**src/rtl/i2c_eng_pkg.sv**
```systemverilog
package i2c_eng_pkg;
  localparam int unsigned DATA_W = 8;

  localparam logic [1:0] ADDR_CTRL = 2'd0;
  localparam logic [1:0] ADDR_STAT = 2'd1;
  localparam logic [1:0] ADDR_DATA = 2'd2;
  localparam logic [1:0] ADDR_DIV  = 2'd3;

  // control bit positions
  localparam int unsigned C_EN   = 7;
  localparam int unsigned C_IE   = 6;
  localparam int unsigned C_MST  = 5;
  localparam int unsigned C_TX   = 4;
  localparam int unsigned C_NACK = 3;
  localparam int unsigned C_RPT  = 2;

  // status bit positions
  localparam int unsigned S_DONE = 7;
  localparam int unsigned S_BUSY = 6;
  localparam int unsigned S_MST  = 5;
  localparam int unsigned S_AL   = 4;
  localparam int unsigned S_RACK = 0;

  typedef enum logic [2:0] {
    E_IDLE   = 3'd0,
    E_START  = 3'd1,
    E_HOLD   = 3'd2,
    E_BIT    = 3'd3,
    E_RSTART = 3'd4,
    E_STOP   = 3'd5
  } eng_state_e;
endpackage

```
**src/rtl/i2c_eng_tick.sv**
```systemverilog
module i2c_eng_tick #(
  parameter int unsigned DIV_W = 8
) (
  input  logic             clk_i,
  input  logic             rst_ni,
  input  logic             clr_i,
  input  logic [DIV_W-1:0] div_i,
  output logic             tick_o
);
  logic [DIV_W-1:0] cnt_q;

  always_ff @(posedge clk_i or negedge rst_ni) begin
    if (!rst_ni) begin
      cnt_q  <= '0;
      tick_o <= 1'b0;
    end else if (clr_i) begin
      cnt_q  <= '0;
      tick_o <= 1'b0;
    end else if (cnt_q == div_i) begin
      cnt_q  <= '0;
      tick_o <= 1'b1;
    end else begin
      cnt_q  <= cnt_q + 1'b1;
      tick_o <= 1'b0;
    end
  end
endmodule

```
**src/rtl/i2c_eng_busmon.sv**
```systemverilog
module i2c_eng_busmon #(
  parameter int unsigned SYNC_STAGES = 2
) (
  input  logic clk_i,
  input  logic rst_ni,
  input  logic scl_i,
  input  logic sda_i,
  output logic scl_s_o,
  output logic sda_s_o,
  output logic busy_o
);
  logic [SYNC_STAGES-1:0] scl_sync, sda_sync;
  logic scl_prev, sda_prev;
  logic start_det, stop_det;

  for (genvar i = 0; i < SYNC_STAGES; i++) begin : g_sync
    always_ff @(posedge clk_i or negedge rst_ni) begin
      if (!rst_ni) begin
        scl_sync[i] <= 1'b1;
        sda_sync[i] <= 1'b1;
      end else if (i == 0) begin
        scl_sync[i] <= scl_i;
        sda_sync[i] <= sda_i;
      end else begin
        scl_sync[i] <= scl_sync[(i == 0) ? 0 : i-1];
        sda_sync[i] <= sda_sync[(i == 0) ? 0 : i-1];
      end
    end
  end

  assign scl_s_o = scl_sync[SYNC_STAGES-1];
  assign sda_s_o = sda_sync[SYNC_STAGES-1];

  assign start_det = scl_prev & scl_s_o & sda_prev & ~sda_s_o;
  assign stop_det  = scl_prev & scl_s_o & ~sda_prev & sda_s_o;

  always_ff @(posedge clk_i or negedge rst_ni) begin
    if (!rst_ni) begin
      scl_prev <= 1'b1;
      sda_prev <= 1'b1;
      busy_o   <= 1'b0;
    end else begin
      scl_prev <= scl_s_o;
      sda_prev <= sda_s_o;
      if (start_det)     busy_o <= 1'b1;
      else if (stop_det) busy_o <= 1'b0;
    end
  end
endmodule

```
**src/rtl/i2c_eng_master.sv**
```systemverilog
module i2c_eng_master
  import i2c_eng_pkg::*;
(
  input  logic              clk_i,
  input  logic              rst_ni,
  input  logic              en_i,
  input  logic              tick_i,
  input  logic              mst_i,
  input  logic              rs_req_i,
  input  logic              xfer_req_i,
  input  logic              tx_mode_i,
  input  logic              ack_dis_i,
  input  logic [DATA_W-1:0] tx_byte_i,
  input  logic              bus_busy_i,
  input  logic              scl_s_i,
  input  logic              sda_s_i,
  output logic              scl_oe_o,
  output logic              sda_oe_o,
  output logic              hold_o,
  output logic              tick_clr_o,
  output logic              done_o,
  output logic              arb_o,
  output logic [DATA_W-1:0] rx_byte_o,
  output logic              rx_ack_o
);
  localparam int unsigned CNT_W = $clog2(DATA_W + 1);
  localparam logic [CNT_W-1:0] ACK_IDX = CNT_W'(DATA_W);

  eng_state_e        state_q;
  logic [1:0]        ph_q;
  logic [CNT_W-1:0]  bidx_q;
  logic [DATA_W-1:0] tx_sh_q;
  logic              dir_q;
  logic              drv_low, own_bit;

  // level for the current bit slot and whether the engine owns that slot
  always_comb begin
    drv_low = 1'b0;
    own_bit = 1'b0;
    if (bidx_q != ACK_IDX) begin
      if (dir_q) begin
        drv_low = ~tx_sh_q[DATA_W-1];
        own_bit = 1'b1;
      end
    end else if (!dir_q) begin
      drv_low = ~ack_dis_i;
      own_bit = 1'b1;
    end
  end

  assign hold_o     = (state_q == E_HOLD);
  assign tick_clr_o = (state_q == E_IDLE) || (state_q == E_HOLD);

  always_ff @(posedge clk_i or negedge rst_ni) begin
    if (!rst_ni) begin
      state_q   <= E_IDLE;
      ph_q      <= '0;
      bidx_q    <= '0;
      tx_sh_q   <= '0;
      dir_q     <= 1'b0;
      scl_oe_o  <= 1'b0;
      sda_oe_o  <= 1'b0;
      done_o    <= 1'b0;
      arb_o     <= 1'b0;
      rx_byte_o <= '0;
      rx_ack_o  <= 1'b0;
    end else if (!en_i) begin
      state_q  <= E_IDLE;
      ph_q     <= '0;
      scl_oe_o <= 1'b0;
      sda_oe_o <= 1'b0;
      done_o   <= 1'b0;
      arb_o    <= 1'b0;
    end else begin
      done_o <= 1'b0;
      arb_o  <= 1'b0;
      unique case (state_q)
        E_IDLE: begin
          scl_oe_o <= 1'b0;
          sda_oe_o <= 1'b0;
          ph_q     <= '0;
          if (mst_i) begin
            if (bus_busy_i) arb_o   <= 1'b1;
            else            state_q <= E_START;
          end
        end
        E_START: if (tick_i) begin
          unique case (ph_q)
            2'd0:    begin sda_oe_o <= 1'b1; ph_q <= 2'd1; end
            2'd1:    ph_q <= 2'd2;
            default: begin scl_oe_o <= 1'b1; ph_q <= '0; state_q <= E_HOLD; end
          endcase
        end
        E_HOLD: begin
          ph_q <= '0;
          if (!mst_i) state_q <= E_STOP;
          else if (rs_req_i) state_q <= E_RSTART;
          else if (xfer_req_i) begin
            state_q <= E_BIT;
            bidx_q  <= '0;
            tx_sh_q <= tx_byte_i;
            dir_q   <= tx_mode_i;
          end
        end
        E_BIT: if (tick_i) begin
          unique case (ph_q)
            2'd0: begin sda_oe_o <= drv_low; ph_q <= 2'd1; end
            2'd1: begin scl_oe_o <= 1'b0;    ph_q <= 2'd2; end
            2'd2: if (scl_s_i) begin
              if (own_bit && !drv_low && !sda_s_i) begin
                scl_oe_o <= 1'b0;
                sda_oe_o <= 1'b0;
                arb_o    <= 1'b1;
                state_q  <= E_IDLE;
                ph_q     <= '0;
              end else begin
                ph_q <= 2'd3;
                if (bidx_q != ACK_IDX && !dir_q)
                  rx_byte_o <= {rx_byte_o[DATA_W-2:0], sda_s_i};
                if (bidx_q == ACK_IDX && dir_q)
                  rx_ack_o <= sda_s_i;
              end
            end
            default: begin
              scl_oe_o <= 1'b1;
              ph_q     <= '0;
              tx_sh_q  <= {tx_sh_q[DATA_W-2:0], 1'b0};
              if (bidx_q == ACK_IDX) begin
                state_q <= E_HOLD;
                done_o  <= 1'b1;
              end else begin
                bidx_q <= bidx_q + 1'b1;
              end
            end
          endcase
        end
        E_RSTART: if (tick_i) begin
          unique case (ph_q)
            2'd0: begin sda_oe_o <= 1'b0; ph_q <= 2'd1; end
            2'd1: begin scl_oe_o <= 1'b0; ph_q <= 2'd2; end
            2'd2: if (scl_s_i) begin sda_oe_o <= 1'b1; ph_q <= 2'd3; end
            default: begin scl_oe_o <= 1'b1; ph_q <= '0; state_q <= E_HOLD; end
          endcase
        end
        E_STOP: if (tick_i) begin
          unique case (ph_q)
            2'd0: begin sda_oe_o <= 1'b1; ph_q <= 2'd1; end
            2'd1: begin scl_oe_o <= 1'b0; ph_q <= 2'd2; end
            default: if (scl_s_i) begin
              sda_oe_o <= 1'b0;
              ph_q     <= '0;
              state_q  <= E_IDLE;
            end
          endcase
        end
        default: state_q <= E_IDLE;
      endcase
    end
  end
endmodule

```
**src/rtl/i2c_ctrl_eng.sv**
```systemverilog
module i2c_ctrl_eng
  import i2c_eng_pkg::*;
#(
  parameter int unsigned DIV_W       = 8,
  parameter int unsigned DIV_RST     = 4,
  parameter int unsigned SYNC_STAGES = 2
) (
  input  logic              clk_i,
  input  logic              rst_ni,
  input  logic [1:0]        reg_addr_i,
  input  logic              reg_we_i,
  input  logic [DATA_W-1:0] reg_wdata_i,
  output logic [DATA_W-1:0] reg_rdata_o,
  output logic              irq_o,
  input  logic              scl_i,
  output logic              scl_oe_o,
  input  logic              sda_i,
  output logic              sda_oe_o
);
  logic [DATA_W-1:0] ctrl_q, tx_q, rx_byte;
  logic [DIV_W-1:0]  div_q;
  logic              done_q, al_q, rs_q, xfer_q;
  logic              tick, tick_clr, scl_s, sda_s, busy;
  logic              eng_hold, eng_done, eng_arb, rx_ack;

  i2c_eng_tick #(.DIV_W(DIV_W)) u_tick (
    .clk_i (clk_i), .rst_ni (rst_ni), .clr_i (tick_clr),
    .div_i (div_q), .tick_o (tick)
  );

  i2c_eng_busmon #(.SYNC_STAGES(SYNC_STAGES)) u_mon (
    .clk_i (clk_i), .rst_ni (rst_ni), .scl_i (scl_i), .sda_i (sda_i),
    .scl_s_o (scl_s), .sda_s_o (sda_s), .busy_o (busy)
  );

  i2c_eng_master u_eng (
    .clk_i      (clk_i),
    .rst_ni     (rst_ni),
    .en_i       (ctrl_q[C_EN]),
    .tick_i     (tick),
    .mst_i      (ctrl_q[C_MST]),
    .rs_req_i   (rs_q),
    .xfer_req_i (xfer_q),
    .tx_mode_i  (ctrl_q[C_TX]),
    .ack_dis_i  (ctrl_q[C_NACK]),
    .tx_byte_i  (tx_q),
    .bus_busy_i (busy),
    .scl_s_i    (scl_s),
    .sda_s_i    (sda_s),
    .scl_oe_o   (scl_oe_o),
    .sda_oe_o   (sda_oe_o),
    .hold_o     (eng_hold),
    .tick_clr_o (tick_clr),
    .done_o     (eng_done),
    .arb_o      (eng_arb),
    .rx_byte_o  (rx_byte),
    .rx_ack_o   (rx_ack)
  );

  logic wr_mst;
  assign wr_mst = reg_wdata_i[C_MST] & reg_wdata_i[C_EN];

  always_ff @(posedge clk_i or negedge rst_ni) begin
    if (!rst_ni) begin
      ctrl_q <= '0;
      tx_q   <= '0;
      div_q  <= DIV_W'(DIV_RST);
      done_q <= 1'b0;
      al_q   <= 1'b0;
      rs_q   <= 1'b0;
      xfer_q <= 1'b0;
    end else begin
      rs_q   <= 1'b0;
      xfer_q <= 1'b0;
      if (reg_we_i) begin
        unique case (reg_addr_i)
          ADDR_CTRL: begin
            ctrl_q <= {reg_wdata_i[C_EN], reg_wdata_i[C_IE], wr_mst,
                       reg_wdata_i[C_TX], reg_wdata_i[C_NACK], 3'b000};
            if (reg_wdata_i[C_RPT]) begin
              // repeat accepted only as current master at a byte boundary
              if (wr_mst && ctrl_q[C_MST] && eng_hold) rs_q <= 1'b1;
              else                                     al_q <= 1'b1;
            end
          end
          ADDR_STAT: begin
            if (reg_wdata_i[S_DONE]) done_q <= 1'b0;
            if (reg_wdata_i[S_AL])   al_q   <= 1'b0;
          end
          ADDR_DATA: begin
            tx_q <= reg_wdata_i;
            if (eng_hold && ctrl_q[C_MST] && ctrl_q[C_EN]) xfer_q <= 1'b1;
          end
          default: div_q <= reg_wdata_i[DIV_W-1:0];
        endcase
      end
      if (eng_done) done_q <= 1'b1;
      if (eng_arb) begin
        al_q          <= 1'b1;
        ctrl_q[C_MST] <= 1'b0;
      end
    end
  end

  always_comb begin
    unique case (reg_addr_i)
      ADDR_CTRL: reg_rdata_o = ctrl_q;
      ADDR_STAT: reg_rdata_o = {done_q, busy, ctrl_q[C_MST], al_q, 3'b000, rx_ack};
      ADDR_DATA: reg_rdata_o = rx_byte;
      default:   reg_rdata_o = DATA_W'(div_q);
    endcase
  end

  assign irq_o = ctrl_q[C_IE] & (done_q | al_q);
endmodule

```
**config.mk**
```make
export PLATFORM = sky130hd
export DESIGN_NAME = i2c_ctrl_eng
export DESIGN_NICKNAME = d
export VERILOG_FILES = /design/src/rtl/i2c_eng_pkg.sv /design/src/rtl/i2c_eng_tick.sv /design/src/rtl/i2c_eng_busmon.sv /design/src/rtl/i2c_eng_master.sv /design/src/rtl/i2c_ctrl_eng.sv
export SDC_FILE = /design/constraint.sdc
export NUM_CORES = 1
export LEC_CHECK = 0
export BUFFER_PORTS_ARGS = -buffer_cell sky130_fd_sc_hd__buf_4
export CAP_MARGIN = 20
export CORE_MARGIN = 5
export CORE_UTILIZATION = 51
export CTS_CLUSTER_SIZE = 40
export DETAILED_ROUTE_END_ITERATION = 12
export GPL_ROUTABILITY_DRIVEN = 0
export PLACE_DENSITY = 0.69
export SKIP_CTS_REPAIR_TIMING = 1
export SLEW_MARGIN = 25
export SYNTH_ARGS = -nofsm -noshare
export SYNTH_HDL_FRONTEND = slang
export SYNTH_SLANG_ARGS = --single-unit
```
**constraint.sdc**
```tcl
create_clock -name clk_i -period 2.6 [get_ports clk_i]
set_input_delay 0.13 -clock clk_i [delete_from_list [all_inputs] [get_ports clk_i]]
set_output_delay 0.13 -clock clk_i [all_outputs]
set_load 0.1 [all_outputs]
```
Yosys cells after proc, flatten, opt, wreduce, memory -nomap -nowiden
Cells that the tools add are included.

storage, ports and cells
  register bits = 72
  bits in latches = 0
  memory bits (writable) = 0
  bits in read-only memories = 0
  bits of input ports = 15
  output and inout port bits = 11
  word-level logic and storage cells = 252
  memories kept = 0

operators by class
  $add $sub $neg = 2
  multipliers = 0
  divide/modulo/power cells = 0
  order comparisons = 0
  eq/ne operators = 48
  shift-type cells = 0
  multiplexer cells = 116
  bitwise logic cells = 15
  reductions and logical operators = 43

operators by type and width
  operator                                               count
  2-to-1 mux 1 bit                                       56
  2-to-1 mux 8 bit                                       7
  2-to-1 mux 3 bit                                       17
  inequality test 3 bit, second input constant           14
  2-to-1 mux 4 bit                                       6
  case mux 8 bit (3 select lines)                        1
  AND reduction 7 bit                                    3
  2-to-1 mux 2 bit                                       9
  case mux 3 bit (6 select lines)                        1
  case mux 8 bit (2 select lines)                        1
  AND reduction 8 bit                                    2
  inequality test 3 x 2 -> 1 bit, second input constant  5
  AND reduction 15 bit                                   1
  nonzero test 2 bit                                     7
  AND reduction 13 bit                                   1
  2-to-1 mux 6 bit                                       2
  inequality test 2 bit, second input constant           6
  inequality test 4 x 2 -> 1 bit, second input constant  3
  inequality test 4 bit, second input constant           3
  case mux 1 bit (2 select lines)                        6
  case mux 2 bit (3 select lines)                        2
  AND reduction 11 bit                                   1
  case mux 1 bit (5 select lines)                        2
  case mux 2 bit (5 select lines)                        1
  32 further kinds                                       67

Depth between registers and ports, before layout
Gate-level depths: netlist of run 1.

  word-level depth = 12
  gate-level depth with buffers = 9
  depth with buffers taken out = 9

Hierarchy
From an unflattened synthesis of run 1, not the netlist that was laid out.

second synthesis, totals
  cells, all modules = 370
  area, all modules = 3990.1 µm²

modules (own cells, without submodules)
  module          instances  cells each  area each (µm²)  sequential area each (µm²)
  i2c_eng_master  1          229         2067.0           775.7
  i2c_ctrl_eng    1          84          1172.4           626.9
  i2c_eng_tick    1          46          534.3            225.2
  i2c_eng_busmon  1          11          216.5            182.7

Least setup slack after synthesis of run 1
Ideal clock, no wire load.

  path kind = input port to output port
  start = input port reg_addr_i[0]
  end = output port reg_rdata_o[0]
  arrival time = 2691 ps
  required time = 2470 ps
  slack = -221 ps
  cell stages on the path = 4
  path buffers = 2
  path through = buf_2 buf_2 nand2_1 o21ai_0

between the ends
  word-level cells in the longest chain between the ends = 2
  elaborated cells between the ends (all ways) = 4
  those cells by class = eq/ne (2); mux (1); reduce/logical (1)

ends and longest elaborated chain
  element                                      line                 source
  from (decl)                                  i2c_ctrl_eng.sv:10   input logic [1:0] reg_addr_i,
  equality test 2 bit (tied with other cells)  i2c_ctrl_eng.sv:106  unique case (reg_addr_i)
  case mux 8 bit (3 select lines) (*)          i2c_ctrl_eng.sv:106
  to (decl)                                    i2c_ctrl_eng.sv:13   output logic [DATA_W-1:0] reg_rdata_o,

Every way passes the cells marked *; elsewhere a longest branch is shown, timed or not.

Worst setup path in the final report of run 1
  start = register u_eng.bidx_q[0]
  end = register u_eng.state_q[0]

between the ends
  word-level cells in the longest chain between the ends = 7
  elaborated cells between the ends (all ways) = 10
  those cells by class = eq/ne (4); mux (2); reduce/logical (4)

ends and longest elaborated chain
  element                                          line                   source
  from (decl)                                      i2c_eng_master.sv:31   logic [CNT_W-1:0] bidx_q;
  from (signal assigned)                           i2c_eng_master.sv:132  bidx_q <= bidx_q + 1'b1;
  inequality test 4 bit                            i2c_eng_master.sv:40   if (bidx_q != ACK_IDX) begin
  2-to-1 mux 1 bit                                 i2c_eng_master.sv:40
  logical NOT 1 bit                                i2c_eng_master.sv:110  if (own_bit && !drv_low && !sda_s_i) begin
  logical AND 1 bit (2 in a row)                   i2c_eng_master.sv:110
  inequality test 4 x 3 -> 1 bit (no source line)  --
  AND reduction 15 bit (no source line) (*)        --
  to (signal assigned)                             i2c_eng_master.sv:114  state_q <= E_IDLE;
  to (signal assigned)                             i2c_eng_master.sv:129  state_q <= E_HOLD;
  to (signal assigned)                             i2c_eng_master.sv:142  default: begin scl_oe_o <= 1'b1; ph_q <= '0; state_q <= E_HOLD; end
  to (decl)                                        i2c_eng_master.sv:29   eng_state_e state_q;

Marks and branches as above.
A chain may end at the register's enable or synchronous reset.

==> tab_implementation.tex, run 1 <==
\begin{tabular}{lr}
\hline
Metric & Value \\
\hline
\multicolumn{2}{l}{\textbf{Route}} \\
Via count of the routed design & 2821 \\
Average via count per standard cell & 5.769 \\
Routed Wire Length & roughly 8300 um \\
Total DRC errors in the routed layout & 0 \\
Initial DRC Count & between 150 and 200 \\
Post-detailed-route count of antenna-violating nets & 0 \\
Number of search-and-repair iterations in the first detailed-routing pass & 4 \\
Post-DR wirelength/cell & roughly 17 um \\
\multicolumn{2}{l}{\textbf{Setup path}} \\
Cell with the most instances on the worst path & sky130\_fd\_sc\_hd\_\_ha\_1 \\
Largest incremental delay on the critical path & around 400 ps \\
Arrival time at the worst endpoint & 2650 ps \\
Cell at the slowest stage of the critical path & sky130\_fd\_sc\_hd\_\_dfrtp\_1 \\
Maximum fanout along the worst path & 6 \\
Cell-by-cell listing of the critical path & inv\_1 > ha\_1 > nand3b\_4 > ha\_1 > nand2b\_1 > or3\_1 > nand4\_1 > and4\_4 > mux2\_4 \\
Worst endpoint required time & between 2000 and 3000 ps \\
Buffers and inverters on the worst path & 1 \\
Gate family responsible for the most delay along the worst path & simple AND/OR/NAND/NOR gates \\
Start-to-end type of the worst setup path & flip-flop to flip-flop \\
Category of the worst setup path capture point & flip-flop \\
Critical Path Start Type & flip-flop \\
\multicolumn{2}{l}{\textbf{Timing}} \\
Number of setup violations in the final report & 0 \\
Number of endpoints with negative hold slack in the final report & 0 \\
Final worst-path setup slack & $\sim$180 ps \\
Fin Setup TNS & 0 ps \\
Final setup skew & $\sim$11 ps \\
Final-report max-slew violation count & 0 \\
Worst slew margin relative to its limit & 0.4013 \\
Unrepaired setup endpoints after global routing & false \\
Maximum frequency from static timing analysis & roughly 410 MHz \\
Worst hold-check slack & approximately 37 ps \\
Minimum clock period & 2425 ps \\
Actual transition at the worst max-transition pin & approximately 900 ps \\
Final worst path period share & 0.9326 \\
\multicolumn{2}{l}{\textbf{Clock tree}} \\
Total number of H-tree levels & 3 \\
Clock latency on the worst-skew pair & between 300 and 400 ps \\
CTS Buf Count & 9 \\
Clock tree from TritonCTS & done \\
Clock sinks & 72 \\
Cell at the root of the clock tree & sky130\_fd\_sc\_hd\_\_clkbuf\_8 \\
Clk pin slew, worst setup/hold paths & 80 ps \\
Deepest clock path buffer count & 2 \\
\multicolumn{2}{l}{\textbf{Outcome}} \\
Result of the run & complete, no violations \\
\multicolumn{2}{l}{\textbf{GRT}} \\
Pin count of the biggest net entering global routing & 73 \\
Via count of the first global-routing pass & between 2000 and 3000 \\
First-pass GRT wire length & 14340 um \\
Total GRT Usage & 0.1857 \\
GRT Residual Overflow & 0 \\
Initial antenna violation count & 0 \\
\multicolumn{2}{l}{\textbf{Layout}} \\
Area added between synthesis and finish & 13.54\% \\
Net count of the finished layout & between 400 and 500 \\
Antenna diode instance count & 0 \\
Fraction of layout instances using a drive strength above 1 & 0.2513 \\
Post-layout util & 0.5984 \\
\multicolumn{2}{l}{\textbf{Flow run}} \\
Reported max-cap violation count & 0 \\
\multicolumn{2}{l}{\textbf{Synthesis}} \\
Cell area after technology mapping & around 3900 sq um \\
Prevailing post-synth register cell & sky130\_fd\_sc\_hd\_\_dfrtp\_1 \\
Most common cell in the synthesized netlist & sky130\_fd\_sc\_hd\_\_dfrtp\_1 \\
Mapped Nets & between 300 and 400 \\
Post-synthesis average cell area & $\sim$11 sq um \\
Cell count after synthesis & between 300 and 400 \\
Cell type with the highest aggregate area in the netlist & sky130\_fd\_sc\_hd\_\_dfrtp\_1 \\
Synth warn & 0 \\
Top cells by area in the synthesized netlist & sky130\_fd\_sc\_hd\_\_dfrtp\_1 42\%, sky130\_fd\_sc\_hd\_\_mux2\_2 9.3\%, sky130\_fd\_sc\_hd\_\_dfstp\_2 4.8\% \\
Number of library cell types mapped by synthesis & 63 \\
Yosys top cell area share & 0.4210 \\
EDFF count, synth & 0 \\
Most common library cells after synthesis & 65 x sky130\_fd\_sc\_hd\_\_dfrtp\_1, 32 x sky130\_fd\_sc\_hd\_\_mux2\_2, 29 x sky130\_fd\_sc\_hd\_\_o21ai\_0, 22 x sky130\_fd\_sc\_hd\_\_nand2\_1, 22 x sky130\_fd\_sc\_hd\_\_nor2\_1 \\
FFs w/ async S/R, synth & 1.000 \\
Seq/Total Area, Yosys & 0.4686 \\
Flop and latch count out of synthesis & between 70 and 80 \\
\multicolumn{2}{l}{\textbf{Power}} \\
Overall power after layout & about 0.0037 W \\
Peak supply drop & just over 0.5 mV \\
Leak Pwr & a little over 2 nW \\
Cell Pwr Density & approximately 830 nW/um\^{}2 \\
\multicolumn{2}{l}{\textbf{Floorplan}} \\
Initial Utilization & 0.5271 \\
Count of boundary I/O pins & 26 \\
Std cell rows & 31 \\
Die Area & between 9000 and 10000 sq um \\
Die X-Extent & $\sim$97 um \\
Height of the die & 97.04 um \\
Std-Cell Core Area & $\sim$7300 sq um \\
\multicolumn{2}{l}{\textbf{Placed design}} \\
Worst slack, placed & between 150 and 200 ps \\
DP HPWL & 5916 um \\
Port-buffer cells & 25 \\
\multicolumn{2}{l}{\textbf{Worst hold path}} \\
Worst Hold Class & input port to flip-flop \\
\hline
\end{tabular}
[power by group]
part           total, W  internal (W)  leakage (nW)  switching [W]
Combinational   0.00121      0.000478          1.00       0.000730
Clock          0.000964      0.000543         0.107       0.000421
Sequential      0.00148       0.00126         0.929       0.000222
Total           0.00365       0.00228          2.04        0.00137
[state kept, by name, summed over array words and instances (netlist names), 2 cells and up]
name,cells
tx_q,8
ctrl_q,5
div_q,8
u_eng.tx_sh_q,8
u_tick.cnt_q,8
u_eng.ph_q,2
u_eng.rx_byte_o,8
u_eng.bidx_q,4
u_eng.state_q,3
[layout by cell type, fill, tap and decap left out, types with 12 or more instances in the layout]
cell	count
sky130_fd_sc_hd__nand2_1	22
sky130_fd_sc_hd__xor2_1	14
sky130_fd_sc_hd__nor2_1	22
sky130_fd_sc_hd__mux2i_1	14
sky130_fd_sc_hd__nand3_1	13
sky130_fd_sc_hd__dfrtp_1	65
sky130_fd_sc_hd__inv_1	12
sky130_fd_sc_hd__mux2_2	32
sky130_fd_sc_hd__o21ai_0	28
sky130_fd_sc_hd__buf_4	30
[metal layers]
metal / wire, um / vias up / global-route usage / share of wire
li1: - / 1345 / - / -
met1: 3908 / 1398 / 0.2578 / 0.47
met2: 3945 / 69 / 0.2956 / 0.48
met3: 298 / 9 / 0.03094 / 0.036
met4: 113 / 0 / 0.06156 / 0.014
met5: 0 / - / 0 / 0
[layout make-up]
| cell class | count | area [sq um] |
|---|---|---|
| flip-flops and latches | 72 | 1810 |
| clock inverters | 5 | 82.58 |
| clock buffers | 11 | 131.4 |
| inverters | 14 | 52.55 |
| well taps | 99 | 123.9 |
| multi-input cells | 255 | 1931 |
| repair buffers | 33 | 255.2 |
| fillers | 607 | 2944 |
[per-stage QoR]
step	instances	area, sq um
floorplan	355	3864
global placement	470	4143
detailed placement	470	4143
CTS	486	4357
global route	489	4387
finish	489	4387
[final timing paths]
path,start,depth (start not counted),end,slack [ps]
worst max-delay path,u_eng.bidx_q[0],9,u_eng.state_q[0],180
worst min-delay path,reg_wdata_i[1],2,tx_q[1],40
worst max register to register,u_eng.bidx_q[0],9,u_eng.state_q[0],180
worst min register to register,u_mon.scl_sync[0],0,u_mon.scl_s_o,360
max in group asynchronous,rst_ni,2,u_eng.bidx_q[2],1550
min in group asynchronous,rst_ni,2,u_tick.cnt_q[1],470
[cell families after synthesis]
family | count (synthesis) | synth area share
flops | 72 | 0.4686
fa+ha+maj | 11 | 0.03562
mux | 50 | 0.1509
buf+inv | 28 | 0.03173
compound gates | 64 | 0.1049
xor+xnor | 17 | 0.03854
simple gates | 113 | 0.1697
(Power assumes the default switching activity.)
==> inputs of run 2 (changes only) <==
--- a/config.mk
+++ b/config.mk
@@ -5,8 +5,8 @@
 export SDC_FILE = /design/constraint.sdc
 export NUM_CORES = 1
 export LEC_CHECK = 0
+export ABC_AREA = 1
 export BUFFER_PORTS_ARGS = -buffer_cell sky130_fd_sc_hd__buf_4
-export CAP_MARGIN = 20
 export CORE_MARGIN = 5
 export CORE_UTILIZATION = 51
 export CTS_CLUSTER_SIZE = 40
==> constraint.sdc (replaced) <==
create_clock -name clk_i -period 2.5 [get_ports clk_i]
set_input_delay 0.125 -clock clk_i [delete_from_list [all_inputs] [get_ports clk_i]]
set_output_delay 0.125 -clock clk_i [all_outputs]
set_load 0.1 [all_outputs]
==> run 2 against run 1 <==
Worst setup slack gained 280 ps. Cell area grew 2.5%. Area after synthesis grew 2.9%. Count of clock-buffer cells in the layout shrank 2. Critical path depth grew 4.
==> tab_implementation.tex, run 2 <==
\begin{tabular}{lr}
\hline
Metric & Value \\
\hline
\multicolumn{2}{l}{\textbf{Setup path}} \\
Gate family responsible for the most delay along the worst path & simple AND/OR/NAND/NOR gates \\
Cell with the most instances on the worst path & sky130\_fd\_sc\_hd\_\_nand2\_1 \\
Cell-by-cell listing of the critical path & inv\_1 > ha\_1 > nand3\_1 > ha\_1 > inv\_1 > nor2\_1 > nand3\_2 > nand3\_1 > nand2\_1 > inv\_1 > nand2\_1 > nand2\_1 > nand2\_1 \\
Arrival time at the worst endpoint & 2300 ps \\
Critical Path Start Type & flip-flop \\
Category of the worst setup path capture point & flip-flop \\
Worst endpoint required time & between 2000 and 3000 ps \\
Worst reg-to-reg path cell count & 13 \\
Largest incremental delay on the critical path & 420 ps \\
Start-to-end type of the worst setup path & flip-flop to flip-flop \\
Total number of cells along the worst setup path & 13 \\
Maximum fanout along the worst path & 7 \\
Cell at the slowest stage of the critical path & sky130\_fd\_sc\_hd\_\_dfrtp\_1 \\
Buffers and inverters on the worst path & 3 \\
\multicolumn{2}{l}{\textbf{Timing}} \\
Fin Setup TNS & 0 ps \\
Final-report max-slew violation count & 0 \\
Maximum frequency from static timing analysis & 489.5 MHz \\
Final setup skew & between 10 and 15 ps \\
Worst slew margin relative to its limit & 0.4076 \\
Actual transition at the worst max-transition pin & roughly 900 ps \\
Final worst path period share & 0.8171 \\
Number of setup violations in the final report & 0 \\
Minimum clock period & approximately 2000 ps \\
Number of endpoints with negative hold slack in the final report & 0 \\
Unrepaired setup endpoints after global routing & false \\
Worst hold-check slack & between 9 and 10 ps \\
\multicolumn{2}{l}{\textbf{GRT}} \\
Pin count of the biggest net entering global routing & 73 \\
First-pass GRT wire length & between 15000 and 20000 um \\
GRT Residual Overflow & 0 \\
Via count of the first global-routing pass & roughly 3200 \\
Initial antenna violation count & 0 \\
Total GRT Usage & 0.1976 \\
\multicolumn{2}{l}{\textbf{Layout}} \\
Most used cells in the layout excluding fill and tap cells & 137 x sky130\_fd\_sc\_hd\_\_nand2\_1, 65 x sky130\_fd\_sc\_hd\_\_dfrtp\_1, 59 x sky130\_fd\_sc\_hd\_\_inv\_1 \\
Layout Cells excl Fill & $\sim$630 \\
Area added between synthesis and finish & 13.09\% \\
Antenna diode instance count & 0 \\
Fraction of layout instances using a drive strength above 1 & 0.1645 \\
Most common cell after layout, fill and taps aside & sky130\_fd\_sc\_hd\_\_nand2\_1 \\
Post-layout util & 0.5880 \\
Net count of the finished layout & 550 \\
\multicolumn{2}{l}{\textbf{Clock tree}} \\
Deepest clock path buffer count & 2 \\
Cell at the root of the clock tree & sky130\_fd\_sc\_hd\_\_clkbuf\_8 \\
Clk pin slew, worst setup/hold paths & 90 ps \\
Clock tree from TritonCTS & done \\
Clock sinks & roughly 70 \\
Clock latency on the worst-skew pair & roughly 360 ps \\
CTS Buf Count & 9 \\
Total number of H-tree levels & 3 \\
\multicolumn{2}{l}{\textbf{Synthesis}} \\
EDFF count, synth & 0 \\
Cell area after technology mapping & between 3000 and 4000 sq um \\
Most common library cells after synthesis & 137 x sky130\_fd\_sc\_hd\_\_nand2\_1, 65 x sky130\_fd\_sc\_hd\_\_dfrtp\_1, 59 x sky130\_fd\_sc\_hd\_\_inv\_1, 36 x sky130\_fd\_sc\_hd\_\_nor2\_1, 34 x sky130\_fd\_sc\_hd\_\_nand3\_1 \\
Cell type with the highest aggregate area in the netlist & sky130\_fd\_sc\_hd\_\_dfrtp\_1 \\
Cell count after synthesis & 490 \\
Mapped Nets & about 520 \\
Seq/Total Area, Yosys & 0.4553 \\
Post-synthesis average cell area & between 8 and 9 sq um \\
FFs w/ async S/R, synth & 1.000 \\
Synth warn & 0 \\
Prevailing post-synth register cell & sky130\_fd\_sc\_hd\_\_dfrtp\_1 \\
Top cells by area in the synthesized netlist & sky130\_fd\_sc\_hd\_\_dfrtp\_1 41\%, sky130\_fd\_sc\_hd\_\_nand2\_1 13\%, sky130\_fd\_sc\_hd\_\_inv\_1 5.6\% \\
Flop and latch count out of synthesis & roughly 70 \\
Number of library cell types mapped by synthesis & 41 \\
Yosys top cell area share & 0.4091 \\
Most common cell in the synthesized netlist & sky130\_fd\_sc\_hd\_\_nand2\_1 \\
\multicolumn{2}{l}{\textbf{Route}} \\
Average via count per standard cell & between 5 and 6 \\
Via count of the routed design & 3272 \\
Post-DR wirelength/cell & roughly 14 um \\
Initial DRC Count & 141 \\
Total DRC errors in the routed layout & 0 \\
Routed Wire Length & about 8800 um \\
Post-detailed-route count of antenna-violating nets & 0 \\
Number of search-and-repair iterations in the first detailed-routing pass & 4 \\
\multicolumn{2}{l}{\textbf{Outcome}} \\
Result of the run & complete, no violations \\
\multicolumn{2}{l}{\textbf{Placed design}} \\
DP HPWL & approximately 6600 um \\
Port-buffer cells & 25 \\
Number of cells in the design after placement & between 600 and 700 \\
\multicolumn{2}{l}{\textbf{Power}} \\
Peak supply drop & 0.4441 mV \\
Leak Pwr & $\sim$2.2 nW \\
Cell Pwr Density & 789.1 nW/um\^{}2 \\
Overall power after layout & roughly 0.0035 W \\
\multicolumn{2}{l}{\textbf{Flow run}} \\
Reported max-cap violation count & 0 \\
\multicolumn{2}{l}{\textbf{Floorplan}} \\
Die Area & a little under 10000 sq um \\
Height of the die & 98.30 um \\
Initial Utilization & 0.5200 \\
Std-Cell Core Area & 7647 sq um \\
Std cell rows & 32 \\
Count of boundary I/O pins & 26 \\
Die X-Extent & approximately 100 um \\
\multicolumn{2}{l}{\textbf{Worst hold path}} \\
Cells on Worst Hold Path & 3 \\
Worst Hold Class & input port to flip-flop \\
\hline
\end{tabular}
run 2: changes by cell type after synthesis, moves of 9 or more:
cell / change
sky130_fd_sc_hd__mux2_2: -32
sky130_fd_sc_hd__nor2b_1: -10
sky130_fd_sc_hd__inv_1: +47
sky130_fd_sc_hd__nor2_1: +14
sky130_fd_sc_hd__o21ai_2: +17
sky130_fd_sc_hd__nand2_1: +115
sky130_fd_sc_hd__xor2_1: -9
sky130_fd_sc_hd__nand3_1: +21
run 2: power by group:
group | internal, W | switching, W | total, W | leakage, nW
Clock | 0.000469 | 0.000484 | 0.000953 | 0.0925
Sequential | 0.00130 | 0.000147 | 0.00145 | 0.944
Combinational | 0.000342 | 0.000809 | 0.00115 | 1.19
Total | 0.00211 | 0.00144 | 0.00355 | 2.22
run 2: area by class of cell:
| class | instances | area (sq um) |
|---|---|---|
| clock buffer | 9 | 123.9 |
| clock inverter | 7 | 78.83 |
| fill | 704 | 3151 |
| inverter | 62 | 235.2 |
| multi-input combinational | 346 | 1861 |
| sequential | 72 | 1810 |
| tap | 102 | 127.6 |
| timing repair buffer | 33 | 260.3 |
run 2: logic make-up (layout without fill, tap and decap cells):
| family | count (synthesis) | count (layout) | share of synthesized area |
|---|---|---|---|
| buffers and inverters | 72 | 111 | 0.07678 |
| adders and majority gates | 11 | 11 | 0.03461 |
| xor gates and xnor gates | 12 | 12 | 0.02643 |
| muxes | 7 | 7 | 0.01762 |
| AOI/OAI and AO/OA | 73 | 73 | 0.1171 |
| and+or+nand+nor | 243 | 243 | 0.2722 |
| DFF | 72 | 72 | 0.4553 |
run 2: path summary, 6_finish.rpt:
check                             startpoint  slack, ps                to
hold reg to reg            u_mon.sda_sync[0]        360     u_mon.sda_s_o
setup reg to reg             u_eng.bidx_q[0]        460  u_eng.state_q[2]
setup / recovery             u_eng.bidx_q[0]        460  u_eng.state_q[2]
max in group asynchronous             rst_ni       1500   u_tick.cnt_q[1]
min in group asynchronous             rst_ni        420   u_eng.bidx_q[2]
hold / removal                reg_wdata_i[7]         10         ctrl_q[7]
run 2: worst reg2reg max path: stages (launching register included):
cell and delay [ps]:
sky130_fd_sc_hd__dfrtp_1 420, sky130_fd_sc_hd__inv_1 90, sky130_fd_sc_hd__ha_1 160, sky130_fd_sc_hd__nand3_1 130, sky130_fd_sc_hd__ha_1 300, sky130_fd_sc_hd__inv_1 30, sky130_fd_sc_hd__nor2_1 120, sky130_fd_sc_hd__nand3_2 140
sky130_fd_sc_hd__nand3_1 90, sky130_fd_sc_hd__nand2_1 50, sky130_fd_sc_hd__inv_1 160, sky130_fd_sc_hd__nand2_1 120, sky130_fd_sc_hd__nand2_1 80, sky130_fd_sc_hd__nand2_1 50
run 2: layer usage:
metal | vias to the layer above | GRT usage | wire [um]
li1 | 1644 | - | -
met1 | 1539 | 0.2681 | 4072
met2 | 76 | 0.3073 | 4179
met3 | 13 | 0.05286 | 438
met4 | 0 | 0.06618 | 154
met5 | - | 0 | 0
run 2: stage by stage:
stage	setup WS (ps)	instance area, sq um
finish	457.3	4497
global route	242.8	4497
CTS	471.4	4447
detailed placement	479.8	4244
global placement	581.3	4244
floorplan	125.1	3976
